File: src/rtl/mac_acc_pkg.sv
`timescale 1ns/1ps
package mac_acc_pkg;

    typedef enum logic [1:0] {
        MAC_IDLE = 2'b00,
        MAC_MADD = 2'b01,
        MAC_MSUB = 2'b10,
        MAC_RCLR = 2'b11
    } mac_cmd_e;

    localparam int unsigned HALF_COUNT = 2;

endpackage

File: src/rtl/mac_acc_mul.sv
`timescale 1ns/1ps
// Full-width signed product of two operands, purely combinational.
module mac_acc_mul #(
    parameter int unsigned OP_W = 32
) (
    input  logic [OP_W-1:0]          mul_a,
    input  logic [OP_W-1:0]          mul_b,
    output logic signed [2*OP_W-1:0] mul_p
);
    localparam int unsigned P_W = 2 * OP_W;

    logic signed [P_W-1:0] prod_w;

    always_comb begin
        prod_w = $signed(mul_a) * $signed(mul_b);
    end

    assign mul_p = prod_w;

endmodule

File: src/rtl/mac_acc_core.sv
`timescale 1ns/1ps
// Accumulator storage kept as independently enabled halves.
module mac_acc_core
    import mac_acc_pkg::*;
#(
    parameter int unsigned OP_W = 32
) (
    input  logic                     clk,
    input  logic                     rst_n,
    input  mac_cmd_e                 cmd_i,
    input  logic signed [2*OP_W-1:0] prod_i,
    input  logic [HALF_COUNT-1:0]    wr_half_i,
    input  logic [OP_W-1:0]          wdata_i,
    output logic [2*OP_W-1:0]        acc_o
);
    localparam int unsigned ACC_W = 2 * OP_W;

    logic [OP_W-1:0]  half_q [HALF_COUNT];
    logic [ACC_W-1:0] acc_now;
    logic [ACC_W-1:0] acc_nxt;
    logic             cmd_live;

    always_comb begin
        unique case (cmd_i)
            MAC_IDLE: acc_nxt = acc_now;
            MAC_MADD: acc_nxt = acc_now + prod_i;
            MAC_MSUB: acc_nxt = acc_now - prod_i;
            MAC_RCLR: acc_nxt = '0;
        endcase
        cmd_live = (cmd_i != MAC_IDLE);
    end

    for (genvar h = 0; h < HALF_COUNT; h++) begin : g_half
        always_ff @(posedge clk) begin
            if (!rst_n) begin
                half_q[h] <= '0;
            end else if (cmd_live) begin
                half_q[h] <= acc_nxt[h*OP_W +: OP_W];
            end else if (wr_half_i[h]) begin
                half_q[h] <= wdata_i;
            end
        end
        assign acc_now[h*OP_W +: OP_W] = half_q[h];
    end

    assign acc_o = acc_now;

endmodule

File: src/rtl/mac_acc_sreg.sv
`timescale 1ns/1ps
// Special-register view: half read mux, write decode, scaled result.
module mac_acc_sreg
    import mac_acc_pkg::*;
#(
    parameter int unsigned OP_W     = 32,
    parameter int unsigned RC_SHIFT = 28
) (
    input  mac_cmd_e              cmd_i,
    input  logic [2*OP_W-1:0]     acc_i,
    input  logic                  wr_en_i,
    input  logic                  sel_i,
    output logic [HALF_COUNT-1:0] wr_half_o,
    output logic [OP_W-1:0]       rdata_o,
    output logic [OP_W-1:0]       rc_o
);
    localparam int unsigned ACC_W = 2 * OP_W;

    logic signed [ACC_W-1:0] scaled;

    always_comb begin
        wr_half_o = '0;
        if (wr_en_i && (cmd_i == MAC_IDLE)) begin
            wr_half_o[sel_i] = 1'b1;
        end
        rdata_o = sel_i ? acc_i[ACC_W-1:OP_W] : acc_i[OP_W-1:0];
        scaled  = $signed(acc_i) >>> RC_SHIFT;
        rc_o    = (cmd_i == MAC_RCLR) ? scaled[OP_W-1:0] : '0;
    end

endmodule

File: src/rtl/mac_acc_unit.sv
`timescale 1ns/1ps
module mac_acc_unit
    import mac_acc_pkg::*;
#(
    parameter int unsigned OP_W     = 32,
    parameter int unsigned RC_SHIFT = 28
) (
    input  logic            clk,
    input  logic            rst_n,
    input  logic [OP_W-1:0] op_a,
    input  logic [OP_W-1:0] op_b,
    input  logic [1:0]      cmd,
    input  logic            sr_wr_en,
    input  logic            sr_sel,
    input  logic [OP_W-1:0] sr_wdata,
    output logic [OP_W-1:0] sr_rdata,
    output logic [OP_W-1:0] rc_result
);
    localparam int unsigned ACC_W = 2 * OP_W;

    mac_cmd_e                cmd_e;
    logic signed [ACC_W-1:0] prod;
    logic [HALF_COUNT-1:0]   wr_half;
    logic [ACC_W-1:0]        acc_q;

    assign cmd_e = mac_cmd_e'(cmd);

    mac_acc_mul #(.OP_W(OP_W)) u_mul (
        .mul_a (op_a),
        .mul_b (op_b),
        .mul_p (prod)
    );

    mac_acc_core #(.OP_W(OP_W)) u_core (
        .clk       (clk),
        .rst_n     (rst_n),
        .cmd_i     (cmd_e),
        .prod_i    (prod),
        .wr_half_i (wr_half),
        .wdata_i   (sr_wdata),
        .acc_o     (acc_q)
    );

    mac_acc_sreg #(.OP_W(OP_W), .RC_SHIFT(RC_SHIFT)) u_sreg (
        .cmd_i     (cmd_e),
        .acc_i     (acc_q),
        .wr_en_i   (sr_wr_en),
        .sel_i     (sr_sel),
        .wr_half_o (wr_half),
        .rdata_o   (sr_rdata),
        .rc_o      (rc_result)
    );

endmodule

File: config.mk
export PLATFORM = sky130hd
export DESIGN_NAME = mac_acc_unit
export DESIGN_NICKNAME = d
export VERILOG_FILES = /design/src/rtl/mac_acc_pkg.sv /design/src/rtl/mac_acc_mul.sv /design/src/rtl/mac_acc_core.sv /design/src/rtl/mac_acc_sreg.sv /design/src/rtl/mac_acc_unit.sv
export SDC_FILE = /design/constraint.sdc
export NUM_CORES = 2
export LEC_CHECK = 0
export ABC_AREA = 0
export BUFFER_PORTS_ARGS = -buffer_cell sky130_fd_sc_hd__buf_2
export CORE_UTILIZATION = 23
export CTS_CLUSTER_SIZE = 28
export DETAILED_ROUTE_END_ITERATION = 10
export MAX_ROUTING_LAYER = met4
export PLACE_DENSITY_LB_ADDON = 0.2
export SLEW_MARGIN = 20
export SYNTH_ARGS = -nofsm -noshare
export SYNTH_HDL_FRONTEND = slang
export SYNTH_SLANG_ARGS = --single-unit
File: constraint.sdc
create_clock -name clk -period 11.73 [get_ports clk]
set_input_delay 2.346 -clock clk [delete_from_list [all_inputs] [get_ports clk]]
set_output_delay 2.346 -clock clk [all_outputs]
set_load 0.05 [all_outputs]
==> flow_summary.rst <==
.. list-table::
   :header-rows: 1

   * - Metric
     - Value
   * - Slowest Stage Delay on Critical Path
     - 0.61 ns
   * - Clock latency at the later pin of the worst-skew pair
     - 0.36 ns
   * - Relative slew slack
     - 36.3%
   * - Buffers on Ports
     - 165
   * - Largest registers
     - u_core.half_q (64)
   * - Critical Path Start
     - op_b[9]
   * - Maximum number of pins on one net before global-route repair
     - 64
   * - Slew at the pin closest to its max-slew limit
     - 0.956 ns
   * - Slowest cell on crit path
     - fa_2
   * - Antenna viol nets, final
     - 0
   * - Overall routing resource usage
     - 15.7%
   * - Flip-flop and latch count after synthesis
     - 64
   * - CTS Buf Count
     - 9
   * - Count of unique library cells instantiated by Yosys
     - 104
   * - Cell area after synthesis
     - 0.0451 mm²
   * - Global routing met2 resource utilization
     - 25.7%
   * - Layout Skew
     - 0.0104 ns
   * - Number of flip-flops under the largest register name
     - 64
   * - Synth top area share
     - 48.0%
   * - Max-slew violation count
     - 0
   * - Root buffer cell
     - clkbuf_16
   * - Sum of net half-perimeters after detailed placement
     - 132 mm
   * - Commonest cells after routing, fill and taps aside
     - fa_1, inv_1, buf_4, nand2_1, and2_1
   * - Crit path setup slack, layout
     - -0.483 ns
   * - Count of mapped cells out of synthesis
     - 5,020
   * - Vertical die dimension
     - 445 µm
   * - Number of detailed-route iterations in the first pass
     - 5
   * - Clock sink total
     - 64
   * - RSZ-0062 raised after global routing
     - true
   * - Endpoint of the worst register-to-register path
     - u_core.half_q[1][16]
   * - Path category of the worst min-delay check
     - reg -> reg
   * - Number of cells traversed by the worst register-to-register path
     - 18
   * - Proportion of register bits with asynchronous set or reset after synthesis
     - 0%
   * - Fillers
     - 20.9k
   * - DRC violations left
     - 0
   * - Tcrit/Tclk final
     - 104%
   * - # Max-Cap Violations
     - 0
   * - Routed Wire Length
     - 148 mm
   * - Area after detailed placement
     - 0.0549 mm²
   * - Synth warn
     - 0
   * - Most common cell after layout, fill and taps aside
     - fa_1
   * - TritonCTS clock tree
     - yes
   * - Most area-hungry cell type in the Yosys netlist
     - fa_1
   * - Cell type with the highest occurrence count on the critical path
     - buf_4
   * - Routability cong.
     - 0.870
   * - Data arrival time at the worst-slack endpoint
     - 12.29 ns
   * - Reg with most FFs
     - u_core.half_q
   * - Met1 usage
     - 22.1%
   * - Final Hold Vio Count
     - 0
   * - Global route hottest layer
     - met2
   * - Final standard cell area without fillers
     - 0.0582 mm²
   * - Overall die area
     - 0.198 mm²
   * - Avg Vias per Cell
     - 4.28
   * - Non-filler instance count after layout
     - 8,477
   * - Fin crit period
     - 12.21 ns
   * - Violations in the final reports
     - negative setup slack
   * - Nets
     - 7,283
   * - H-tree depth
     - 3
   * - Met3 Resource Use GR
     - 0.925%
   * - Average cell area after synthesis
     - 8.99 µm²
   * - Register area share after synthesis
     - 4.26%
   * - Vias in the first global route
     - 40.0k
   * - Initial antenna violation count
     - 5
   * - Number of buffers inserted for hold repair after clock tree synthesis
     - 0
   * - Core region area
     - 0.195 mm²
   * - Net count after synthesis
     - 6,456
   * - Number of vias in the routed layout
     - 36.3k
   * - Startpoint Class
     - input pin
   * - Finished Core Util
     - 29.8%
   * - Status
     - finished with violations
   * - Type of the worst setup path
     - in -> reg
   * - Max Clk Rate
     - 0.0819 GHz
   * - Width of the die
     - 445 µm
   * - Post-synth top flop
     - edfxtp_1
   * - Number of primary I/O pins
     - 166
   * - Number of placed instances with taps included
     - 8,357
   * - Critical register-to-register path startpoint
     - u_core.half_q[0][0]
   * - Capturing element type of the critical path
     - register
   * - CP Data Required Time
     - 11.81 ns
   * - Min Hold Slack
     - 0.810 ns
   * - Clock slew at the register clock pins of the worst setup and hold paths
     - 0.06 ns
   * - Critical Path Fanout Max
     - 10
   * - Placement row count
     - 162
   * - Post-synth EDFFs
     - 64
   * - First-pass GRT wire length
     - 237 mm
   * - Drt wl/cell
     - 17.4 µm
   * - Area grow syn2layout
     - 28.9%
   * - Buffer levels on the longest clock path
     - 2
   * - Top cells by area, synth
     - fa_1, inv_1, and2_1, ha_1, nand2_1
   * - Number of DRC violations after detailed-routing iteration 0
     - 1,614
   * - Starting utilization of the core area
     - 23.1%
   * - Final setup violation count
     - 21
   * - Aggregate global routing overflow
     - 0
   * - Setup slack on the worst flop-to-flop path
     - 7.33 ns
   * - Share of cells above drive strength 1
     - 25.2%
   * - Capture point of the critical path
     - u_core.half_q[1][22]
final cells by class:
| type | count | area, µm² | share of cell area (%) |
|---|---|---|---|
| antenna | 2 | 5.00 | 0.00861 |
| clock buffer | 11 | 233 | 0.400 |
| clock inverter | 4 | 70.1 | 0.120 |
| inverter | 1022 | 3840 | 6.60 |
| multi-input combinational | 3671 | 40100 | 69.0 |
| sequential | 64 | 1920 | 3.30 |
| tap | 2624 | 3280 | 5.65 |
| timing repair buffer | 1079 | 8670 | 14.9 |
metrics by stage:
step                      TNS (ns)  worst slack (ns)
final                        -7.14            -0.483
after global routing        -17.82            -0.873
after CTS                    -7.69            -0.517
after detailed placement    -30.38             -1.33
after global placement      -32.34             -1.36
after floorplan             -0.169           -0.0524
worst max-delay path, delay by kind of cell:
kind / cells / cell delay, ns
fa+ha+maj: 10 / 4.88
xor+xnor: 3 / 0.61
compound gates: 8 / 1.44
buf+inv: 13 / 1.74
simple gates: 7 / 1.25
cells by family (layout without fill, tap and decap cells):
family | Yosys count | count (layout) | synth area share, %
AOI/OAI and AO/OA | 580 | 580 | 8.58
adders and majority gates | 1334 | 1334 | 55.0
buffers and inverters | 1285 | 2116 | 10.7
and+or+nand+nor | 1533 | 1533 | 16.9
muxes | 35 | 35 | 0.865
xor gates and xnor gates | 189 | 189 | 3.67
DFF | 64 | 64 | 4.26
other | 0 | 2 | 0
metal layers:
metal	vias to the layer above	routed length, µm	part of all wire [%]
li1	16900	-	-
met1	18800	71200	48
met2	558	70800	48
met3	94	4280	2.9
met4	0	1540	1.0
met5	-	0	0
worst min path at each step:
stage / from / to / slack [ns] / depth (start not counted)
floorplan: u_core.half_q[0][1] / u_core.half_q[0][1] / 0.75 / 2
global placement: u_core.half_q[0][0] / u_core.half_q[0][0] / 0.82 / 3
detailed placement: u_core.half_q[0][0] / u_core.half_q[0][0] / 0.81 / 3
CTS: u_core.half_q[0][0] / u_core.half_q[0][0] / 0.82 / 3
global route: u_core.half_q[0][0] / u_core.half_q[0][0] / 0.87 / 3
finish: u_core.half_q[0][0] / u_core.half_q[0][0] / 0.81 / 3
timing repair:
action                                  in CTS  in global routing
resized for setup                          304                172
pin swaps                                  175                148
gates cloned                                 3                  1
setup buffers                               72                 30
endpoints found under the setup margin      31                 34
hold endpoints to repair                     0                  0
cells in the mapped netlist (17+ instances only):
| cell type | number |
|---|---|
| nand2b_1 | 28 |
| o21bai_1 | 27 |
| o21ai_0 | 116 |
| clkbuf_1 | 242 |
| o21ai_1 | 17 |
| nor3_1 | 30 |
| a21o_1 | 78 |
| ha_1 | 251 |
| xor2_1 | 64 |
| mux2_2 | 32 |
| a31oi_1 | 17 |
| nand4_1 | 24 |
| a21oi_1 | 162 |
| inv_1 | 1021 |
| a211oi_1 | 19 |
| nor2_1 | 120 |
| nand3_1 | 43 |
| fa_1 | 1083 |
| xnor2_1 | 125 |
| edfxtp_1 | 64 |
| and2_1 | 504 |
| nand2_1 | 690 |
Power is left out: the tool's default activity adds up to more than one toggle a clock period on the data nets, which glitch-free logic cannot reach.
